$ cat src/rtl/cp0_pkg.sv
package cp0_pkg;

    localparam int unsigned XLEN      = 32;
    localparam int unsigned HW_IRQ_N  = 6;
    localparam int unsigned SW_IRQ_N  = 2;
    localparam int unsigned IP_W      = HW_IRQ_N + SW_IRQ_N;
    localparam int unsigned IP_LSB    = 8;
    localparam int unsigned HW_LSB    = IP_LSB + SW_IRQ_N;
    localparam int unsigned IM_LSB    = 8;
    localparam int unsigned VM_BASE   = 24;
    localparam int unsigned BEV_BIT   = 22;
    localparam int unsigned KU_BIT    = 1;
    localparam int unsigned IE_BIT    = 0;
    localparam int unsigned BD_BIT    = 31;
    localparam int unsigned CE_LSB    = 28;
    localparam int unsigned CODE_LSB  = 2;
    localparam int unsigned PAGE_LSB  = 12;
    localparam int unsigned STK_FIELDS = 3;
    localparam int unsigned STK_DEPTH  = 3;

    localparam logic [XLEN-1:0] STATUS_RST  = 32'h1040_0000;
    localparam logic [XLEN-1:0] STATUS_WMSK = 32'hF740_FF3F;
    localparam logic [XLEN-1:0] CAUSE_WMSK  = 32'h0000_0300;
    localparam logic [XLEN-1:0] EHI_WMSK    = 32'hFFFF_FFC0;

    typedef enum logic [4:0] {
        EXC_INT  = 5'd0,
        EXC_MOD  = 5'd1,
        EXC_TLBL = 5'd2,
        EXC_TLBS = 5'd3,
        EXC_ADEL = 5'd4,
        EXC_ADES = 5'd5,
        EXC_IBE  = 5'd6,
        EXC_DBE  = 5'd7,
        EXC_SYS  = 5'd8,
        EXC_BP   = 5'd9,
        EXC_RI   = 5'd10,
        EXC_CPU  = 5'd11,
        EXC_OV   = 5'd12
    } exc_code_e;

    typedef enum logic [2:0] {
        SEL_STATUS = 3'd0,
        SEL_CAUSE  = 3'd1,
        SEL_EPC    = 3'd2,
        SEL_BADV   = 3'd3,
        SEL_EHI    = 3'd4
    } reg_sel_e;

    typedef struct packed {
        logic [XLEN-1:0] status;
        logic [XLEN-1:0] cause;
        logic [XLEN-1:0] epc;
        logic [XLEN-1:0] badv;
        logic [XLEN-1:0] ehi;
        logic            redir_en;
        logic [XLEN-1:0] redir_pc;
    } cp0_state_t;

    // field 0 = interrupt enable, 1 = kernel/user, 2 = translation; level 0 = current
    function automatic int unsigned stk_bit(int unsigned field, int unsigned level);
        return (field == 2) ? VM_BASE + level : 2 * level + field;
    endfunction

endpackage

$ cat src/rtl/cp0_mode_stack.sv
module cp0_mode_stack #(
    parameter int unsigned DEPTH = 3
) (
    input  logic [DEPTH-1:0] cur,
    input  logic             push,
    input  logic             pop,
    output logic [DEPTH-1:0] nxt
);
    // bit 0 is current, DEPTH-1 is the oldest level
    always_comb begin
        nxt = cur;
        if (push) begin
            nxt = {cur[DEPTH-2:0], 1'b0};
        end else if (pop) begin
            nxt = {cur[DEPTH-1], cur[DEPTH-1:1]};
        end
    end
endmodule

$ cat src/rtl/cp0_exc_decode.sv
module cp0_exc_decode
    import cp0_pkg::*;
(
    input  logic [4:0]      code,
    input  logic [XLEN-1:0] pc,
    input  logic            in_delay,
    output logic            cap_badv,
    output logic            cap_ehi,
    output logic            is_cpu,
    output logic [XLEN-1:0] epc_val
);
    always_comb begin
        cap_ehi  = (code == EXC_MOD) || (code == EXC_TLBL) || (code == EXC_TLBS);
        cap_badv = cap_ehi || (code == EXC_ADEL) || (code == EXC_ADES);
        is_cpu   = (code == EXC_CPU);
        epc_val  = in_delay ? (pc - XLEN'(4)) : pc;
    end
endmodule

$ cat src/rtl/cp0_irq_gate.sv
module cp0_irq_gate #(
    parameter int unsigned N = 8
) (
    input  logic [N-1:0] pending,
    input  logic [N-1:0] mask,
    input  logic         enable,
    output logic         take
);
    logic [N-1:0] hit;

    for (genvar i = 0; i < N; i++) begin : g_line
        assign hit[i] = pending[i] & mask[i];
    end

    assign take = enable & (|hit);
endmodule

$ cat src/rtl/cp0_vec_sel.sv
module cp0_vec_sel
    import cp0_pkg::*;
#(
    parameter logic [XLEN-1:0] BOOT_VEC = 32'h1FC0_0180,
    parameter logic [XLEN-1:0] NORM_VEC = 32'h0000_0080
) (
    input  logic            bev,
    output logic [XLEN-1:0] vec
);
    assign vec = bev ? BOOT_VEC : NORM_VEC;
endmodule

$ cat src/rtl/cp0_ctrl.sv
module cp0_ctrl
    import cp0_pkg::*;
#(
    parameter logic [XLEN-1:0] RESET_PC = 32'h1FC0_0000,
    parameter logic [XLEN-1:0] BOOT_VEC = 32'h1FC0_0180,
    parameter logic [XLEN-1:0] NORM_VEC = 32'h0000_0080
) (
    input  logic                clk,
    input  logic                rst_n,
    input  logic                exc_req,
    input  logic [4:0]          exc_code,
    input  logic [XLEN-1:0]     exc_pc,
    input  logic                exc_in_delay,
    input  logic [XLEN-1:0]     exc_vaddr,
    input  logic [1:0]          exc_cop,
    input  logic [HW_IRQ_N-1:0] hw_irq,
    input  logic                mt_en,
    input  logic [2:0]          mt_sel,
    input  logic [XLEN-1:0]     mt_data,
    input  logic [2:0]          mf_sel,
    output logic [XLEN-1:0]     mf_data,
    input  logic                rfe,
    output logic                redirect_en,
    output logic [XLEN-1:0]     redirect_pc,
    output logic                kernel_mode,
    output logic                vm_on,
    output logic                irq_take
);
    cp0_state_t st_d, st_q;

    logic [XLEN-1:0] status_q, cause_q, epc_q, badv_q, ehi_q;
    assign status_q = st_q.status;
    assign cause_q  = st_q.cause;
    assign epc_q    = st_q.epc;
    assign badv_q   = st_q.badv;
    assign ehi_q    = st_q.ehi;

    logic [STK_FIELDS-1:0][STK_DEPTH-1:0] stk_cur, stk_nxt;
    logic            pop;
    logic            cap_badv, cap_ehi, is_cpu;
    logic [XLEN-1:0] epc_val, vec;

    assign pop = rfe & ~exc_req;

    for (genvar f = 0; f < STK_FIELDS; f++) begin : g_stack
        for (genvar l = 0; l < STK_DEPTH; l++) begin : g_level
            assign stk_cur[f][l] = status_q[stk_bit(f, l)];
        end
        cp0_mode_stack #(.DEPTH(STK_DEPTH)) u_stack (
            .cur  (stk_cur[f]),
            .push (exc_req),
            .pop  (pop),
            .nxt  (stk_nxt[f])
        );
    end

    cp0_exc_decode u_decode (
        .code     (exc_code),
        .pc       (exc_pc),
        .in_delay (exc_in_delay),
        .cap_badv (cap_badv),
        .cap_ehi  (cap_ehi),
        .is_cpu   (is_cpu),
        .epc_val  (epc_val)
    );

    cp0_vec_sel #(.BOOT_VEC(BOOT_VEC), .NORM_VEC(NORM_VEC)) u_vec (
        .bev (status_q[BEV_BIT]),
        .vec (vec)
    );

    cp0_irq_gate #(.N(IP_W)) u_irq (
        .pending (cause_q[IP_LSB +: IP_W]),
        .mask    (status_q[IM_LSB +: IP_W]),
        .enable  (status_q[IE_BIT]),
        .take    (irq_take)
    );

    always_comb begin
        logic wr;
        st_d = st_q;
        st_d.redir_en = 1'b0;
        st_d.cause[HW_LSB +: HW_IRQ_N] = hw_irq;
        wr = mt_en & ~exc_req & ~rfe;

        if (wr) begin
            case (mt_sel)
                SEL_STATUS: st_d.status = (st_q.status & ~STATUS_WMSK) | (mt_data & STATUS_WMSK);
                SEL_CAUSE:  st_d.cause[IP_LSB +: SW_IRQ_N] = mt_data[IP_LSB +: SW_IRQ_N];
                SEL_EHI:    st_d.ehi = (st_q.ehi & ~EHI_WMSK) | (mt_data & EHI_WMSK);
                default: ;
            endcase
        end

        if (exc_req || rfe) begin
            for (int f = 0; f < STK_FIELDS; f++) begin
                for (int l = 0; l < STK_DEPTH; l++) begin
                    st_d.status[stk_bit(f, l)] = stk_nxt[f][l];
                end
            end
        end

        if (exc_req) begin
            st_d.epc                  = epc_val;
            st_d.cause[BD_BIT]        = exc_in_delay;
            st_d.cause[CE_LSB +: 2]   = is_cpu ? exc_cop : 2'b00;
            st_d.cause[CODE_LSB +: 5] = exc_code;
            if (cap_badv) st_d.badv = exc_vaddr;
            if (cap_ehi)  st_d.ehi[XLEN-1:PAGE_LSB] = exc_vaddr[XLEN-1:PAGE_LSB];
            st_d.redir_en = 1'b1;
            st_d.redir_pc = vec;
        end
    end

    always_ff @(posedge clk or negedge rst_n) begin
        if (!rst_n) begin
            st_q          <= '0;
            st_q.status   <= STATUS_RST;
            st_q.redir_en <= 1'b1;
            st_q.redir_pc <= RESET_PC;
        end else begin
            st_q <= st_d;
        end
    end

    always_comb begin
        case (mf_sel)
            SEL_STATUS: mf_data = status_q;
            SEL_CAUSE:  mf_data = cause_q;
            SEL_EPC:    mf_data = epc_q;
            SEL_BADV:   mf_data = badv_q;
            SEL_EHI:    mf_data = ehi_q;
            default:    mf_data = '0;
        endcase
    end

    assign redirect_en = st_q.redir_en;
    assign redirect_pc = st_q.redir_pc;
    assign kernel_mode = ~status_q[KU_BIT];
    assign vm_on       = status_q[VM_BASE];
endmodule

$ cat config.mk
export PLATFORM = sky130hd
export DESIGN_NAME = cp0_ctrl
export DESIGN_NICKNAME = d
export VERILOG_FILES = /design/src/rtl/cp0_pkg.sv /design/src/rtl/cp0_mode_stack.sv /design/src/rtl/cp0_exc_decode.sv /design/src/rtl/cp0_irq_gate.sv /design/src/rtl/cp0_vec_sel.sv /design/src/rtl/cp0_ctrl.sv
export SDC_FILE = /design/constraint.sdc
export NUM_CORES = 1
export LEC_CHECK = 0
export BUFFER_PORTS_ARGS = -buffer_cell sky130_fd_sc_hd__buf_2
export CAP_MARGIN = 20
export CORE_MARGIN = 2
export CORE_UTILIZATION = 55
export DETAILED_ROUTE_END_ITERATION = 7
export PLACE_DENSITY_LB_ADDON = 0.1
export SYNTH_ARGS = -nofsm -noshare
export SYNTH_HDL_FRONTEND = slang
export SYNTH_HIERARCHICAL = 1
export SYNTH_SLANG_ARGS = --single-unit
$ cat constraint.sdc
create_clock -name clk -period 2 [get_ports clk]
set_input_delay 0.2 -clock clk [delete_from_list [all_inputs] [get_ports clk]]
set_output_delay 0.2 -clock clk [all_outputs]
set_load 0.01 [all_outputs]
* After elaboration in Yosys (flattened, before gate mapping)
Index checks and enable logic that the tools add are counted.
** Cells by class
- $add $sub $neg :: 1
- Equality and inequality tests :: 14
- Muxes and demuxes :: 19
- Bitwise operators :: 17
- Reductions and logical operators :: 16
** Operator list (number)
- $pmux W32 S5 :: 1
- $mux W32 :: 3
- $mux W27 :: 2
- $mux W20 :: 2
- $mux W33 :: 1
- $or A28 B32 Y32 :: 1
- $or A6 B32 Y32 :: 1
- $sub A32 B3 Y32 const B :: 1
- $mux W29 :: 1
- $and A1 B1 Y1 :: 12
- $mux W3 :: 4
- $eq A5 B2 Y1 const B :: 2
- $eq A5 B3 Y1 const B :: 2
- $mux W2 :: 4
- $reduce_and A2 Y1 :: 4
- $reduce_or A8 Y1 :: 1
- $eq A3 B1 Y1 const B :: 2
- $eq A3 B2 Y1 const B :: 2
- $eq A3 B3 Y1 const B :: 2
- $logic_not A3 Y1 :: 2
- $mux W6 :: 1
- $reduce_and A3 Y1 :: 2
- $eq A5 B1 Y1 const B :: 1
- $eq A5 B4 Y1 const B :: 1
- other kinds (5) :: 12
** Word-level totals
- Bits in registers :: 177
- Input port bits :: 121
- Output and inout port bits :: 68
- Word-level logic and storage cells :: 79

* Logic depth before layout (Yosys ltp)
Gate-level depths: netlist of run 1.
- Depth after elaboration :: 6
- Gate-level depth with buffers :: 8
- Depth with buffers taken out :: 7

* Modules after synthesis
Netlist of run 1, hierarchy kept.
** By module, submodules not included
- cp0_ctrl :: times used 1, cells an instance 537, area an instance 7180.6 um^2
- cp0_exc_decode :: times used 1, cells an instance 91, area an instance 673.1 um^2
- cp0_vec_sel :: times used 1, cells an instance 34, area an instance 247.7 um^2
- cp0_mode_stack :: times used 3, cells an instance 6, area an instance 47.5 um^2
- cp0_irq_gate :: times used 1, cells an instance 6, area an instance 42.5 um^2

* Worst setup path after synthesis of run 1
No wires, ideal clock.
- Path kind :: input-to-reg
- Start point :: in exc_pc[2]
- End point :: reg st_q, in the netlist epc_q[28]
- Library setup time :: 0.125 ns
- Data arrival time :: 1.929 ns
- Path slack :: -0.054 ns
- Cell stages on the path :: 7
- Cells stage by stage :: inv_1 -> ha_1 -> or4b_2 -> nor4_4 -> nor4b_4 -> xor2_1 -> mux2_2
** Between the ends
- Word-level cells in the longest chain between the ends :: 2
** Ends and longest elaborated chain
- from (decl) :: RTL line cp0_ctrl.sv:12 : input logic [XLEN-1:0] exc_pc,
- $sub A32 B3 Y32 :: RTL line cp0_exc_decode.sv:16 : epc_val = in_delay ? (pc - XLEN'(4)) : pc;
- $mux W32 :: RTL line cp0_exc_decode.sv:16
- named net epc_val[28] :: RTL line cp0_ctrl.sv:41 : logic [XLEN-1:0] epc_val, vec;
- to (signal assigned) :: RTL line cp0_ctrl.sv:122 : st_q <= st_d;
- to (decl) :: RTL line cp0_ctrl.sv:29 : cp0_state_t st_d, st_q;
The timed path passes the listed nets, and every way through them passes these cells.
A chain may end at the register's enable or synchronous reset.

* Worst setup path in the final report of run 1
- Start point :: reg st_q, in the netlist status_q[4]
- End point :: out mf_data[4]
** Between the ends
- Word-level cells in the longest chain between the ends :: 1
** Ends and longest elaborated chain
- $pmux W32 S5 :: RTL line cp0_ctrl.sv:127 : case (mf_sel)
- to (decl) :: RTL line cp0_ctrl.sv:21 : output logic [XLEN-1:0] mf_data,
No other way between the ends.

==> summary.txt, run 1 <==
CTS H-Tree Depth: 4
worst skew pair latency: 0.42 ns
final WL: 22.06 mm
Final Skew: 0.0007582 ns
arrival time worst endpoint: 1.61 ns
area share of fa/ha/maj cells after synthesis: 0.1510%
Initial Utilization: 56.59%
Fin Setup TNS: 0 ns
critical path, cell by cell: mux4_2 -> nor2b_1 -> buf_2
initial drt markers: 424
Syn Inst Count: 686
Max IR drop VDD: 0.6791 mV
CP startpoint kind: flop
IO Pins: 189
Die H: 126.7 um
Critical path buffers and inverters: 1
DP HPWL: 16.12 mm
status: complete, no violations
global route overflow: 0
Leakage: 4.790 nW
I/O Buffers: 188
root buffer cell: clkbuf_16
DRC: 0
post-route minimum period: 1.808 ns
share of synthesized cell area in and, or, nand and nor gates: 12.06%
max cap viols: 0
worst rel slew slack: 32.07%
Final ANT Viol Nets: 0
first-pass GRT wire length: 34.93 mm
final setup vio count: 0
Die W: 126.7 um
asr flop ratio synth: 100.0%
crit-path leading delay family: multiplexers
Resize count post-CTS: 0
Synth-to-Final Area Change: 26.02%
Routability Congestion: 0.9218
RSZ-0062 raised after global routing: no
YS warnings: 6
met3 global-route usage: 6.537%
Most Used Layer, Global Route: met2
CTS sink cnt: 161
met2 Use GR: 47.60%
sequential share of the synthesized area: 48.77%
GRT Util Overall: 28.23%
crit path kind: flop to output port
EDFF count, synth: 0
Post-CTS Setup Inserts: 0
Synth Area in Compound Gates: 8.244%
synthesized cell area: 8287 um^2
FP Rows: 44
FMAX: 553.0 MHz
met1 usage: 35.91%
Via density: 5.778
worst-path maximum fanout: 4
critical path required time: 1.80 ns
CP endpoint kind: output port
Avg Cell Area, Syn: 12.08 um^2
largest family of logic cells by synthesized area: multiplexers
Pre-antenna DRT Iters: 6
Final Hold Viols: 0
initial antenna violation count: 4
total chip power: 9.031 mW
layout cells sized above 1: 47.04%
TritonCTS buffer count: 17
WL/cell: 19.76 um
DR vias: 6448
critical path's slowest cell: mux4_2
Slew Limit Fails: 0
Top FF cell, synth: dfrtp_1
P per Cell Area: 864.9 nW/um^2
period utilization: 90.41%
mux share of post-synthesis cell area: 21.98%
worst-margin pin slew: 1.011 ns
vias in the first global route: 6707
XOR/XNOR share of the synthesized area: 3.065%
core area: 14640 um^2
CTS tree: built
largest net degree at the start of global routing: 66
hold slack: 0.009186 ns
Yosys cell types: 52
Core Util, Final: 71.31%
Reg clk slew, reported paths: 0.06 ns
worst hold path class: input pin to flop
Hold-fix buffers, CTS: 11
nets: 1038
Max Root-Sink Buffers: 2
CP max stage delay: 0.46 ns
die area: 16060 um^2
#FFs+latches synth: 161
cell usage after synthesis (5+ instances only):
master | instances | area [um^2]
xnor2_1 | 11 | 96.34
nor4_1 | 6 | 37.54
nand3_1 | 7 | 35.03
a22o_1 | 5 | 43.79
mux2_2 | 123 | 1385
nor2_1 | 14 | 52.55
buf_2 | 19 | 95.09
nor3_1 | 12 | 60.06
dfstp_2 | 10 | 262.8
nor2b_1 | 14 | 87.58
dfrtp_1 | 151 | 3779
nand2_1 | 62 | 232.7
clkbuf_1 | 12 | 45.04
o21ai_0 | 12 | 60.06
buf_1 | 8 | 30.03
xor2_1 | 18 | 157.7
buf_4 | 35 | 262.8
mux2i_1 | 29 | 290.3
inv_1 | 6 | 22.52
o2bb2ai_1 | 11 | 96.34
nand4b_1 | 20 | 175.2
o211ai_1 | 20 | 150.1
a221o_1 | 25 | 250.2
placed cells by master (no fill, tap or decap), drive strengths merged, types with 5 or more instances in the layout:
| cell | count |
|---|---|
| a221o | 25 |
| a22o | 5 |
| buf | 253 |
| clkbuf | 21 |
| clkinv | 6 |
| conb | 24 |
| dfrtp | 151 |
| dfstp | 10 |
| dlygate4sd3 | 11 |
| inv | 6 |
| mux2 | 127 |
| mux2i | 29 |
| nand2 | 62 |
| nand3 | 7 |
| nand4b | 20 |
| nor2 | 14 |
| nor2b | 14 |
| nor3 | 12 |
| nor3b | 6 |
| nor4 | 8 |
| nor4b | 5 |
| o211ai | 20 |
| o21ai | 15 |
| o2bb2ai | 11 |
| xnor2 | 11 |
| xor2 | 18 |
cell families (layout without fill, tap and decap cells):
family,after synthesis,count (layout)
simple gates,167,167
flops,161,161
mux,160,160
compound gates,85,85
buf+inv,81,302
xor+xnor,29,29
other cells,2,27
fa+ha+maj,1,1
flip-flops by register name, summed over array words and instances, names as in the netlist:
name         flops
cause_q         16
redirect_pc     32
status_q        22
epc_q           32
badv_q          32
ehi_q           26
redirect_en      1
through the flow:
step	std cells	worst slack [ns]	area [um^2]
after floorplan	708	0.009909	8389
after global placement	1070	-0.1694	9717
after detailed placement	1070	-0.2095	9717
after CTS	1113	0.1747	10440
after global routing	1115	0.08475	10440
final	1116	0.1917	10440
layout make-up:
| class | instances | area (um^2) |
|---|---|---|
| diodes | 3 | 7.507 |
| clock buffers | 21 | 450.4 |
| clock inverters | 11 | 157.7 |
| fillers | 1106 | 4202 |
| inverters | 6 | 22.52 |
| multi-input cells | 466 | 3897 |
| flip-flops and latches | 161 | 4041 |
| well taps | 184 | 230.2 |
| repair buffers | 264 | 1635 |
worst paths after layout:
check / from / endpoint / cells past startpoint / slack, ns
worst max-delay path: status_q[4] / mf_data[4] / 3 / 0.19
worst min register to register: status_q[30] / status_q[30] / 1 / 0.50
max in group asynchronous: rst_n / redirect_pc[25] / 3 / 1.15
worst min-delay path: mt_data[1] / status_q[1] / 2 / 0.009
min in group asynchronous: rst_n / status_q[1] / 2 / 0.21
worst max register to register: status_q[5] / status_q[5] / 3 / 0.76
power by group:
| group | total, mW | switching (mW) | internal, mW | leakage, nW |
|---|---|---|---|---|
| Clock | 3.34 | 1.33 | 2.01 | 0.288 |
| Combinational | 1.58 | 0.726 | 0.856 | 2.56 |
| Sequential | 4.11 | 0.310 | 3.80 | 1.94 |
| Total | 9.03 | 2.37 | 6.66 | 4.79 |
per-layer routing:
layer / share of wire [%] / vias up / routed length [um]
met2: 50 / 261 / 11090
li1: - / 2919 / -
met5: 0.050 / - / 11
met4: 2.1 / 2 / 457
met1: 41 / 3230 / 8959
met3: 7.0 / 36 / 1540
No activity file was read; power rests on OpenSTA's default activity.
==> run 2, diff against run 1 <==
--- a/config.mk
+++ b/config.mk
@@ -6,9 +6,10 @@
 export NUM_CORES = 1
 export LEC_CHECK = 0
 export BUFFER_PORTS_ARGS = -buffer_cell sky130_fd_sc_hd__buf_2
-export CAP_MARGIN = 20
+export CAP_MARGIN = 25
 export CORE_MARGIN = 2
 export CORE_UTILIZATION = 55
+export CTS_BUF_LIST = sky130_fd_sc_hd__clkbuf_8
 export DETAILED_ROUTE_END_ITERATION = 7
 export PLACE_DENSITY_LB_ADDON = 0.1
 export SYNTH_ARGS = -nofsm -noshare
==> run 2 against run 1 <==
Against the previous run:
- cell count grew 4.7%
- via count grew 2.5%
- first-iteration DRC count grew 8.7%
- critical endpoint is now mf_data[2]
- largest cell class unchanged
==> summary.txt, run 2 (same netlist as run 1, synthesis figures left out) <==
layout cells sized above 1: 44.59%
fill cell count: 1068
WL/cell: 19.25 um
Max IR drop VDD: 0.5673 mV
worst-path maximum fanout: 5
first-pass GRT wire length: 35.53 mm
CTS tree: built
DP HPWL: 16.12 mm
Pre-antenna DRT Iters: 5
DR vias: 6612
worst hold path class: input pin to flop
Area after DPL: 9717 um^2
DRC: 0
CP endpoint kind: output port
area of the multi-input gates: 3897 um^2
global route overflow: 0
worst-margin pin slew: 1.036 ns
Final Hold Viols: 0
P per Cell Area: 766.2 nW/um^2
nets: 1089
worst rel slew slack: 30.39%
root buffer cell: clkbuf_8
crit path kind: flop to output port
Initial Utilization: 56.59%
register cell area after layout: 4041 um^2
Synth-to-Final Area Change: 29.90%
Final Skew: 0.002771 ns
CTS H-Tree Depth: 4
Post-CTS Setup Inserts: 0
final setup vio count: 0
Hold-fix buffers, CTS: 61
IO Pins: 189
arrival time worst endpoint: 1.66 ns
largest net degree at the start of global routing: 66
CTS sink cnt: 161
Routability Congestion: 0.9218
initial antenna violation count: 4
most frequent cells in the layout: buf_2 (186), dfrtp_1 (151), mux2_2 (122), nand2_1 (62), dlygate4sd3_1 (62)
CP startpoint kind: flop
Reg clk slew, reported paths: 0.09 ns
critical path required time: 1.80 ns
Leakage: 4.929 nW
worst skew pair latency: 0.45 ns
GRT Util Overall: 28.57%
Core Util, Final: 73.50%
final WL: 22.48 mm
Slew Limit Fails: 0
max cap viols: 0
core area: 14640 um^2
die area: 16060 um^2
commonest non-fill, non-tap cell in the layout: buf_2
TritonCTS buffer count: 17
I/O Buffers: 188
final instance area: 10760 um^2
period utilization: 92.76%
Die H: 126.7 um
vias in the first global route: 6929
Final ANT Viol Nets: 0
RSZ-0062 raised after global routing: no
total chip power: 8.248 mW
Resize count post-CTS: 0
FMAX: 539.0 MHz
Max Root-Sink Buffers: 2
Die W: 126.7 um
post-route minimum period: 1.855 ns
Via density: 5.661
initial drt markers: 461
status: complete, no violations
FP Rows: 44
-- run 2: cell count changes in the layout (fill, tap and decap cells not counted), sizes merged --
cell | previous run | this run
clkbuf | 21 | 18
inv | 6 | 9
diode | 3 | 4
dlygate4sd3 | 11 | 62
-- run 2: critical path: stages (launching register included) --
cell     delay (ns)
dfrtp_1        0.44
mux4_2         0.47
nor2b_1        0.16
buf_2          0.14
-- run 2: through the flow --
step           cells  setup TNS, ns  hold WS, ns  setup WS (ns)
5_1_grt         1168              0     0.001504        0.09026
6_report        1168              0      0.01841         0.1447
3_3_place_gp    1070         -1.743      0.08354        -0.1694
4_1_cts         1163              0    0.0008168         0.1247
2_1_floorplan    708              0     -0.09559       0.009909
3_5_place_dp    1070         -2.286      0.08678        -0.2095
-- run 2: final timing paths --
kind,cells after the start,slack [ns],end,from
worst min-delay path,3,0.02,ehi_q[17],mt_data[17]
max in group asynchronous,3,1.18,redirect_pc[24],rst_n
worst max-delay path,3,0.14,mf_data[2],status_q[2]
worst min register to register,1,0.50,status_q[30],status_q[30]
min in group asynchronous,2,0.17,status_q[1],rst_n
worst max register to register,3,0.76,status_q[4],status_q[4]
-- run 2: area by class of cell --
cell class / count / share of cell area, %
clock buffer: 18 / 2.302
inverter: 6 / 0.2092
timing repair buffer: 315 / 19.93
antenna: 4 / 0.09299
tap: 184 / 2.139
sequential: 161 / 37.54
multi-input combinational: 466 / 36.21
clock inverter: 14 / 1.569
-- run 2: layer usage --
metal / share of wire [%] / global-route usage [%] / wire length, um
met4: 2.8 / 11.44 / 637
met2: 49 / 48.11 / 11080
met5: 0.049 / 0 / 11
met3: 6.8 / 6.453 / 1539
met1: 41 / 36.03 / 9216
-- run 2: power breakdown --
part | leakage, nW | internal (mW) | total (mW) | switching (mW)
combinational | 2.78 | 0.922 | 1.66 | 0.741
clock | 0.213 | 1.26 | 2.48 | 1.22
sequential | 1.94 | 3.79 | 4.10 | 0.310
==> run 3, diff against run 2 <==
==> constraint.sdc (replaced) <==
create_clock -name clk -period 2 [get_ports clk]
set_input_delay 0.1 -clock clk [delete_from_list [all_inputs] [get_ports clk]]
set_output_delay 0.1 -clock clk [all_outputs]
set_load 0.01 [all_outputs]
==> run 3 against run 2 <==
Against the previous run:
- fmax increased by 1.5%
- register-to-register slack got worse by 0.02 ns
- critical path depth increased by 3
- clock skew about the same
==> summary.txt, run 3 (same netlist as run 1, synthesis figures left out) <==
initial antenna violation count: 3
FP Rows: 44
CTS H-Tree Depth: 4
fill cell count: 1053
TritonCTS buffer count: 17
period utilization: 91.42%
Post-CTS Setup Inserts: 0
post-route minimum period: 1.828 ns
die area: 16060 um^2
Fin Setup TNS: 0 ns
worst hold endpoint: epc_q[31]
Initial Utilization: 56.59%
Hold Crit Depth: 3
worst-path maximum fanout: 22
Via density: 5.637
Max Root-Sink Buffers: 2
capturing point of the worst reg2reg path: status_q[4]
most frequent CP cell: buf_4
crit path kind: input pin to flop
Die H: 126.7 um
worst-margin pin slew: 0.6147 ns
most frequent cells in the layout: buf_2 (186), dfrtp_1 (151), mux2_2 (123), dlygate4sd3_1 (81), nand2_1 (62)
status: complete, no violations
HP Start: exc_pc[31]
vias in the first global route: 6946
FMAX: 546.9 MHz
Final ANT Viol Nets: 0
Die W: 126.7 um
Post-Layout Cell Count: 1172
arrival time worst endpoint: 2.17 ns
I/O Buffers: 188
max cap viols: 0
critical path, cell by cell: dlygate4sd3_1 -> buf_4 -> nor4b_4 -> nor3b_4 -> buf_4 -> mux2_2
worst skew pair latency: 0.45 ns
total chip power: 8.128 mW
Max IR drop VDD: 0.5335 mV
final WL: 22.91 mm
Slew Limit Fails: 0
critical path's slowest cell: dlygate4sd3_1
GRT Util Overall: 29.43%
initial drt markers: 376
CTS sink cnt: 161
r2r setup slk: 0.74 ns
global route overflow: 0
P per Cell Area: 756.3 nW/um^2
DP HPWL: 16.18 mm
IO Pins: 189
RSZ-0062 raised after global routing: no
Final Skew: 0.003245 ns
final setup vio count: 0
Final Hold Viols: 0
Resize count post-CTS: 0
DRC: 0
placed cell count: 1055
layout cells sized above 1: 42.84%
first-pass GRT wire length: 36.36 mm
CP endpoint kind: flop
nets: 1094
commonest non-fill, non-tap cell in the layout: buf_2
worst flop-to-flop path startpoint: status_q[2]
Reg clk slew, reported paths: 0.09 ns
Pre-antenna DRT Iters: 5
Routability Congestion: 0.8546
r2r worst-path depth: 3
WL/cell: 19.55 um
root buffer cell: clkbuf_8
critical path required time: 2.34 ns
CP startpoint kind: input pin
CTS tree: built
worst rel slew slack: 58.87%
worst hold path class: input pin to flop
Hold-fix buffers, CTS: 81
CP max stage delay: 0.55 ns
DR vias: 6607
largest net degree at the start of global routing: 63
Synth-to-Final Area Change: 29.68%
core area: 14640 um^2
Leakage: 4.906 nW
==> run 3: routing by layer <==
metal / GRT usage (%) / wire (um) / part of all wire (%)
met1: 38.55 / 9781 / 43
met2: 49.03 / 11240 / 49
met3: 7.339 / 1477 / 6.4
met4: 8.533 / 413 / 1.8
met5: 0 / 0 / 0
==> run 3: power breakdown <==
part           switching [mW]  total (mW)  leakage [nW]  internal [mW]
sequential              0.307        4.10          1.94           3.79
combinational           0.743        1.66          2.77          0.920
clock                    1.34        2.37         0.196           1.03
total                    2.39        8.13          4.91           5.74
==> run 3: worst max-delay path: cells and delay by family <==
kind	cells	cell delay, ns
and+or+nand+nor	2	0.55
muxes	1	0.39
buffers and inverters	3	1.12
==> run 3: worst max-delay path by stage <==
stage | cells past startpoint | slack, ns | start | to
after detailed placement | 9 | -0.21 | exc_pc[3] | epc_q[20]
after global routing | 6 | 0.13 | exc_req | status_q[29]
after floorplan | 7 | 0.05 | exc_pc[2] | epc_q[28]
final | 6 | 0.17 | exc_req | status_q[13]
after CTS | 5 | 0.15 | exc_req | status_q[4]
after global placement | 9 | -0.15 | exc_pc[2] | epc_q[16]
==> run 3: stage by stage <==
stage / hold WS, ns / area, um^2 / util (%) / setup WS, ns
finish: 0.04009 / 10750 / 73.39 / 0.1715
CTS: 0.01813 / 10730 / 73.30 / 0.1512
detailed placement: 0.06293 / 9538 / 65.13 / -0.2108
global placement: 0.05925 / 9527 / 65.05 / -0.1538
floorplan: -0.1956 / 8369 / - / 0.04602
global route: 0.02852 / 10740 / 73.37 / 0.1254
==> run 3: area by class of cell <==
cell class | count | area (um^2) | share of cell area [%]
Sequential cell | 161 | 4041 | 37.61
Multi-Input combinational cell | 466 | 3877 | 36.08
Timing Repair Buffer | 320 | 2182 | 20.30
Clock buffer | 17 | 234.0 | 2.177
Tap cell | 184 | 230.2 | 2.142
Clock inverter | 15 | 151.4 | 1.409
Inverter | 6 | 22.52 | 0.2096
Antenna cell | 3 | 7.507 | 0.06986
